## config.mk

```make
export PLATFORM = sky130hd
export DESIGN_NAME = sdadc_readout
export DESIGN_NICKNAME = d
export VERILOG_FILES = /design/src/rtl/sdadc_readout.sv
export SDC_FILE = /design/constraint.sdc
export NUM_CORES = 1
export LEC_CHECK = 0
export BUFFER_PORTS_ARGS = -buffer_cell sky130_fd_sc_hd__buf_2
export CORE_MARGIN = 2
export CORE_UTILIZATION = 46
export CTS_CLUSTER_SIZE = 14
export DETAILED_ROUTE_END_ITERATION = 8
export HOLD_SLACK_MARGIN = 0.1
export PLACE_DENSITY = 0.73
export SETUP_SLACK_MARGIN = 0.15
export SLEW_MARGIN = 0
export SYNTH_ARGS = -nofsm -noshare
export SYNTH_HDL_FRONTEND = slang
export SYNTH_SLANG_ARGS = --single-unit
```

## constraint.sdc

```tcl
create_clock -name clk -period 2.1 [get_ports clk]
set_clock_uncertainty 0.1 [all_clocks]
set_input_delay 0.315 -clock clk [delete_from_list [all_inputs] [get_ports clk]]
set_output_delay 0.315 -clock clk [all_outputs]
set_load 0.05 [all_outputs]
```

## src/rtl/sdadc_readout.sv

```systemverilog
module sdadc_readout #(
  parameter int DIV_W = 8,
  parameter int TMO_W = 16,
  parameter logic [12:0] CFG_RST = 13'h1410
) (
  input  logic             clk,
  input  logic             rst_n,
  input  logic             start,
  input  logic             cfg_wr,
  input  logic [12:0]      cfg_din,
  input  logic [DIV_W-1:0] sck_div,
  input  logic [TMO_W-1:0] tmo_limit,
  input  logic             sdo,
  output logic             cs_n,
  output logic             sck,
  output logic             sdi,
  output logic [23:0]      result,
  output logic [4:0]       sub_lsb,
  output logic             sign,
  output logic             ovr,
  output logic             unr,
  output logic             frame_err,
  output logic             valid,
  output logic             timeout
);
  typedef enum logic [1:0] {S_IDLE, S_WAIT, S_SHIFT} st_t;
  st_t st;
  logic [12:0]      cfg, tx;
  logic [30:0]      rx;
  logic [TMO_W-1:0] cnt;
  logic [DIV_W-1:0] dc;
  logic [4:0]       nfall;

  assign sdi = (st == S_SHIFT) & tx[12];

  always_ff @(posedge clk) begin
    if (!rst_n) begin
      st <= S_IDLE; cfg <= CFG_RST; tx <= '0; rx <= '0;
      cnt <= '0; dc <= '0; nfall <= '0;
      cs_n <= 1'b1; sck <= 1'b0; valid <= 1'b0; timeout <= 1'b0;
      result <= '0; sub_lsb <= '0; sign <= 1'b0; ovr <= 1'b0; unr <= 1'b0;
      frame_err <= 1'b0;
    end else begin
      valid <= 1'b0;
      timeout <= 1'b0;
      if (cfg_wr) cfg <= cfg_din;
      case (st)
        S_IDLE: if (start) begin
          st <= S_WAIT; cs_n <= 1'b0; cnt <= '0; tx <= cfg;
        end
        S_WAIT: begin
          if (!sdo) begin
            st <= S_SHIFT; dc <= '0; nfall <= '0;
          end else if (cnt == tmo_limit) begin
            st <= S_IDLE; cs_n <= 1'b1; timeout <= 1'b1;
          end else begin
            cnt <= cnt + 1'b1;
          end
        end
        S_SHIFT: begin
          if (dc == sck_div) begin
            dc <= '0;
            sck <= ~sck;
            if (!sck) begin
              rx <= {rx[29:0], sdo};
            end else begin
              tx <= {tx[11:0], 1'b0};
              nfall <= nfall + 1'b1;
              if (nfall == 5'd31) begin
                st <= S_IDLE; cs_n <= 1'b1; valid <= 1'b1;
                result <= rx[28:5];
                sub_lsb <= rx[4:0];
                sign <= rx[29];
                ovr <= rx[29] & rx[28];
                unr <= ~rx[29] & ~rx[28];
                frame_err <= rx[30];
              end
            end
          end else begin
            dc <= dc + 1'b1;
          end
        end
        default: st <= S_IDLE;
      endcase
    end
  end
endmodule


```

After elaboration in Yosys (flattened, before gate mapping)
Cells that the tools add are included.
{"block": "word_totals", "reg_bits": 125, "input_bits": 42, "out_inout_bits": 38, "wordCells": 87}
{"block": "op_classes", "addsub": 3, "eq_ne": 14, "mux": 31, "bitwise_logic": 6, "n_reduce_logical": 16}
{"cell": "$mux W16", "count": 3}
{"cell": "$mux W13", "count": 3}
{"cell": "$pmux W16 S2", "count": 1}
{"cell": "$pmux W13 S2", "count": 1}
{"cell": "$reduce_and A4 Y1", "count": 5}
{"cell": "$add A16 B1 Y16 const B", "count": 1}
{"cell": "$eq A16 B16 Y1", "count": 1}
{"cell": "$mux W8", "count": 2}
{"cell": "$pmux W8 S2", "count": 1}
{"cell": "$mux W5", "count": 3}
{"cell": "$mux W2", "count": 6}
{"cell": "$ne A2 B2 Y1 const B", "count": 6}
{"cell": "$pmux W5 S2", "count": 1}
{"cell": "$add A8 B1 Y8 const B", "count": 1}
{"cell": "$eq A8 B8 Y1", "count": 1}
{"cell": "$mux W1", "count": 8}
{"cell": "$reduce_and A7 Y1", "count": 1}
{"cell": "$pmux W2 S3", "count": 1}
{"cell": "$reduce_and A3 Y1", "count": 2}
{"cell": "$reduce_bool A2 Y1", "count": 3}
{"cell": "$add A5 B1 Y5 const B", "count": 1}
{"cell": "$eq A5 B5 Y1 const B", "count": 1}
{"cell": "$reduce_and A5 Y1", "count": 1}
{"cell": "$ne A2 B1 Y1 const B", "count": 2}
{"cell": "9 further kinds", "count": 14}

Longest topological paths before layout
{"block": "depth", "depth_word": 5, "depth_mapped": 10, "depth_no_buf": 8}

Worst setup path before layout
No wires, ideal clock.
{"block": "synth_path", "kind": "register to output", "start": "reg st[0]", "end": "out sdi", "arrival_time_ns": 1.659, "required_time_ns": 1.685, "slack_ns": 0.026, "path_stages_with_launch": 6, "n_path_buf": 2, "path_cell_list": "dfxtp_1 -> inv_1 -> ha_1 -> buf_2 -> buf_1 -> and2_1"}
{"block": "synth_via", "elab_chain_cells": 2}
{"item": "start, declared", "line": "27", "rtl": "st_t st;"}
{"item": "start signal, assigned", "line": "38", "rtl": "st <= S_IDLE; cfg <= CFG_RST; tx <= '0; rx <= '0;"}
{"item": "start signal, assigned", "line": "49", "rtl": "st <= S_WAIT; cs_n <= 1'b0; cnt <= '0; tx <= cfg;"}
{"item": "start signal, assigned", "line": "53", "rtl": "st <= S_SHIFT; dc <= '0; nfall <= '0;"}
{"item": "$eq A2 B2 Y1", "line": "34", "rtl": "assign sdi = (st == S_SHIFT) & tx[12];"}
{"item": "$and A1 B1 Y1", "line": "34"}
{"item": "end, declared", "line": "16", "rtl": "output logic sdi,"}
Every way passes these cells.

Worst setup path in the final report
{"block": "layout_path", "start": "reg dc[6]", "end": "reg tx[2]"}
{"block": "layout_via", "elab_chain_cells": 3}
{"item": "start, declared", "line": "31", "rtl": "logic [DIV_W-1:0] dc;"}
{"item": "start signal, assigned", "line": "80", "rtl": "dc <= dc + 1'b1;"}
{"item": "$eq A8 B8 Y1", "line": "61", "rtl": "if (dc == sck_div) begin"}
{"item": "$ne A2 B1 Y1 (no line)"}
{"item": "$reduce_and A4 Y1 (no line)"}
{"item": "end signal, assigned", "line": "67", "rtl": "tx <= {tx[11:0], 1'b0};"}
{"item": "end, declared", "line": "28", "rtl": "logic [12:0] cfg, tx;"}
Every way passes these cells.
A chain may end at the register's enable or synchronous reset.

==> impl_metrics.tcl <==
set metrics [dict create \
    status "complete, no violations" \
    fin_crit_sh_pct 92.9 \
    chipWidth_um 111 \
    h-tree-depth 4 \
    grt_pass1_wl_mm 20.7 \
    fmaxAchievable_mhz 512 \
    holdCritPathClass "in2reg" \
    routabilityCongestion 0.780 \
    synth.area.top_cells "dfxtp_1 (48%), mux2i_1 (11%), xnor2_1 (6.7%), nand2_1 (6.4%), nor2_1 (6.1%)" \
    syn_area_sq_um 5230 \
    critPathRequiredTime_ps 2310 \
    synth_compound_area_share_pct 8.95 \
    whs_path_depth 3 \
    p_per_area_nw_per_um2 884 \
    overflow 0 \
    period_needed_ps 1950 \
    slowest_delay_ps 380 \
    critPathLaunchType "register" \
    synth_common_cells "dfxtp_1 (125), nand2_1 (89), nor2_1 (85), mux2i_1 (59), a21oi_1 (43)" \
    design_area_sq_um 7270 \
    core_sq_um 11000 \
    whs_ps 148 \
    syn_avg_cell_area_sq_um 9.06 \
    wl_per_cell_um 16.0 \
    io_buffers 79 \
    cts_tree "yes" \
    power_mw 6.42 \
    dp_hpwl_mm 7.81 \
    setup_viol 0 \
    yosysSeqAreaShare_pct 47.9 \
    route.detailed.drc 0 \
    clkSinkCount 125 \
    p_leak_nw 3.06 \
    slew_headroom_pct 72.3 \
    dp_worst_setup_slack_ps -55.5 \
    synth-simple-area-share_pct 19.2 \
    syn_inst 577 \
    critPathCaptureType "register" \
    first_global_vias 4524 \
    die_height_um 111 \
    rsz0062_at_grt "yes" \
    start_util_pct 47.6 \
    cp_cell_sequence "xnor2_2 > nand4_1 > buf_6 > o31ai_4 > o211a_4 > nor2_1 > a211oi_1" \
    placed_area_sq_um 5930 \
    antenna_found_initial 0 \
    synth_top_area_share_pct 47.9 \
    postSynth.asyncResetShare_pct 0 \
    postRouteAntennaNets 0 \
    syn_nets 627 \
    rows 38 \
    die_area_sq_um 12200 \
    yosysUniqueCellTypes 40 \
    wirelength_mm 13.8 \
    finalSetupTns_ps 0 \
    arrival_ps 2170 \
    area_growth_pct 39.0 \
    ir_drop_uv 578 \
    grt_use_total_pct 20.3 \
    synth-adder-area-share_pct 1.91 \
    dr_total_vias 4642 \
    nets 762 \
    critPathBufInv 1 \
    setup_ws_ps 149 \
    synth_warnings 0 \
    clock_latency_ps 410 \
    synth_top_area_cell "dfxtp_1" \
    yosysMostFrequentCell "dfxtp_1" \
    clk_pin_slew_ps 60 \
    worst-path-stages 7 \
    drtIter0Drc 243 \
    ios 80 \
    ys.flop_type "dfxtp_1" \
    antennaDiodeCount 0 \
    cts_inserted_buffers 17 \
    maxCapViolCount 0 \
    synth_top_family_by_area "simple AND/OR/NAND/NOR gates" \
    synth_xor_area_share_pct 7.54 \
    synth_edf_count 0 \
    critPathTopFamily "compound AO/OA/AOI/OAI gates" \
    finalHoldViolCount 0 \
    crit_fanout 6 \
    slew_viol_final 0 \
    grt_max_degree 97 \
    drt-pass1-iter-count 5 \
    tightest_slew_ps 416 \
    drive_gt1_share_pct 31.9 \
    ys_ff_latch 125 \
    cts_root_buf "clkbuf_16" \
    via_per_inst 5.37 \
    yosys-mux-area-fraction_pct 11.5 \
    reg2regPathDepth 7 \
    cts_buffer_depth 2 \
    worstSetupPathType "reg2reg" \
    crit_slowest_cell "o31ai_4" \
]
per-layer routing:
metal  up-vias  wire (um)  part of all wire [%]  track usage, %
li1       2241          -                     -               -
met2       150       7150                    52            34.2
met3        22        837                   6.0            6.81
met4         0        177                   1.3            6.50
met1      2229       5670                    41            24.6
met5         -          0                     0               0
report_power, final:
| group | internal (mW) | switching (mW) | leakage (nW) | total, mW |
|---|---|---|---|---|
| sequential | 2.47 | 0.0768 | 1.02 | 2.55 |
| combinational | 0.427 | 0.522 | 1.76 | 0.949 |
| clock | 1.77 | 1.15 | 0.276 | 2.93 |
kinds of logic (layout without fill, tap and decap cells):
group | count (synthesis) | after routing
xor gates and xnor gates | 45 | 45
muxes | 60 | 60
adders and majority gates | 8 | 8
buffers and inverters | 37 | 182
and+or+nand+nor | 226 | 226
AOI/OAI and AO/OA | 76 | 79
DFF | 125 | 125
registers in the layout (all words and copies together) (netlist names), 2 cells and up:
signal,cells
dc,8
nfall,5
cfg,13
tx,13
rx,31
st,2
result,24
sub_lsb,5
cnt,16
area by class of cell:
type | count | area, sq um
Fill cell | 835 | 3720
Multi-Input combinational cell | 418 | 2900
Sequential cell | 125 | 2540
Timing Repair Buffer | 144 | 1040
Clock buffer | 18 | 429
Tap cell | 140 | 175
Clock inverter | 14 | 159
Inverter | 6 | 25.0
stage by stage:
stage                     util [%]  cells
after floorplan                  -    577
after global placement        54.0    791
after detailed placement      54.0    791
after CTS                     62.1    845
after global routing          66.2    865
final                         66.2    865
tightest hold or removal path, cell delays in order:
cell     delay, ps
buf_2          160
nand2_1         70
a21oi_1         50
final timing paths:
check               from     end  slack [ps]
setup reg to reg   dc[6]   tx[2]         150
hold reg to reg   rx[30]  rx[30]         370
hold / removal       sdo   rx[0]         150
setup / recovery   dc[6]   tx[2]         150
cell usage in the layout, fill, tap and decap left out, types with 3 or more instances in the layout:
cell type / synthesis / final
buf_2: 11 / 78
buf_4: 1 / 36
mux2i_1: 59 / 58
buf_12: 0 / 5
xor2_1: 5 / 5
ha_1: 8 / 3
buf_6: 0 / 6
dlygate4sd3_1: 0 / 17
clkinvlp_4: 0 / 4
o21ai_0: 8 / 4
ha_4: 0 / 5
and3_1: 8 / 7
a211oi_2: 0 / 9
nand2b_1: 5 / 5
dfxtp_4: 0 / 6
o211a_4: 1 / 4
dfxtp_1: 125 / 107
dfxtp_2: 0 / 12
xnor2_2: 0 / 6
inv_1: 5 / 3
inv_6: 0 / 5
a21oi_2: 0 / 4
nand2_1: 89 / 87
clkbuf_16: 0 / 18
nand3_1: 8 / 5
a211oi_1: 18 / 9
xnor2_1: 40 / 34
nand4_1: 11 / 11
nor2_1: 85 / 84
a21oi_1: 43 / 39
repair_timing:
action                                  4_1_cts  5_1_grt
resized for setup                            27       67
hold buffers                                 17        0
endpoints found under the setup margin       69       99
pin swaps                                    11       19
gates cloned                                  1        3
buffers inserted                              4       17
endpoints found under the hold margin        14        0
Note: power is estimated with default switching activity, not from simulation.
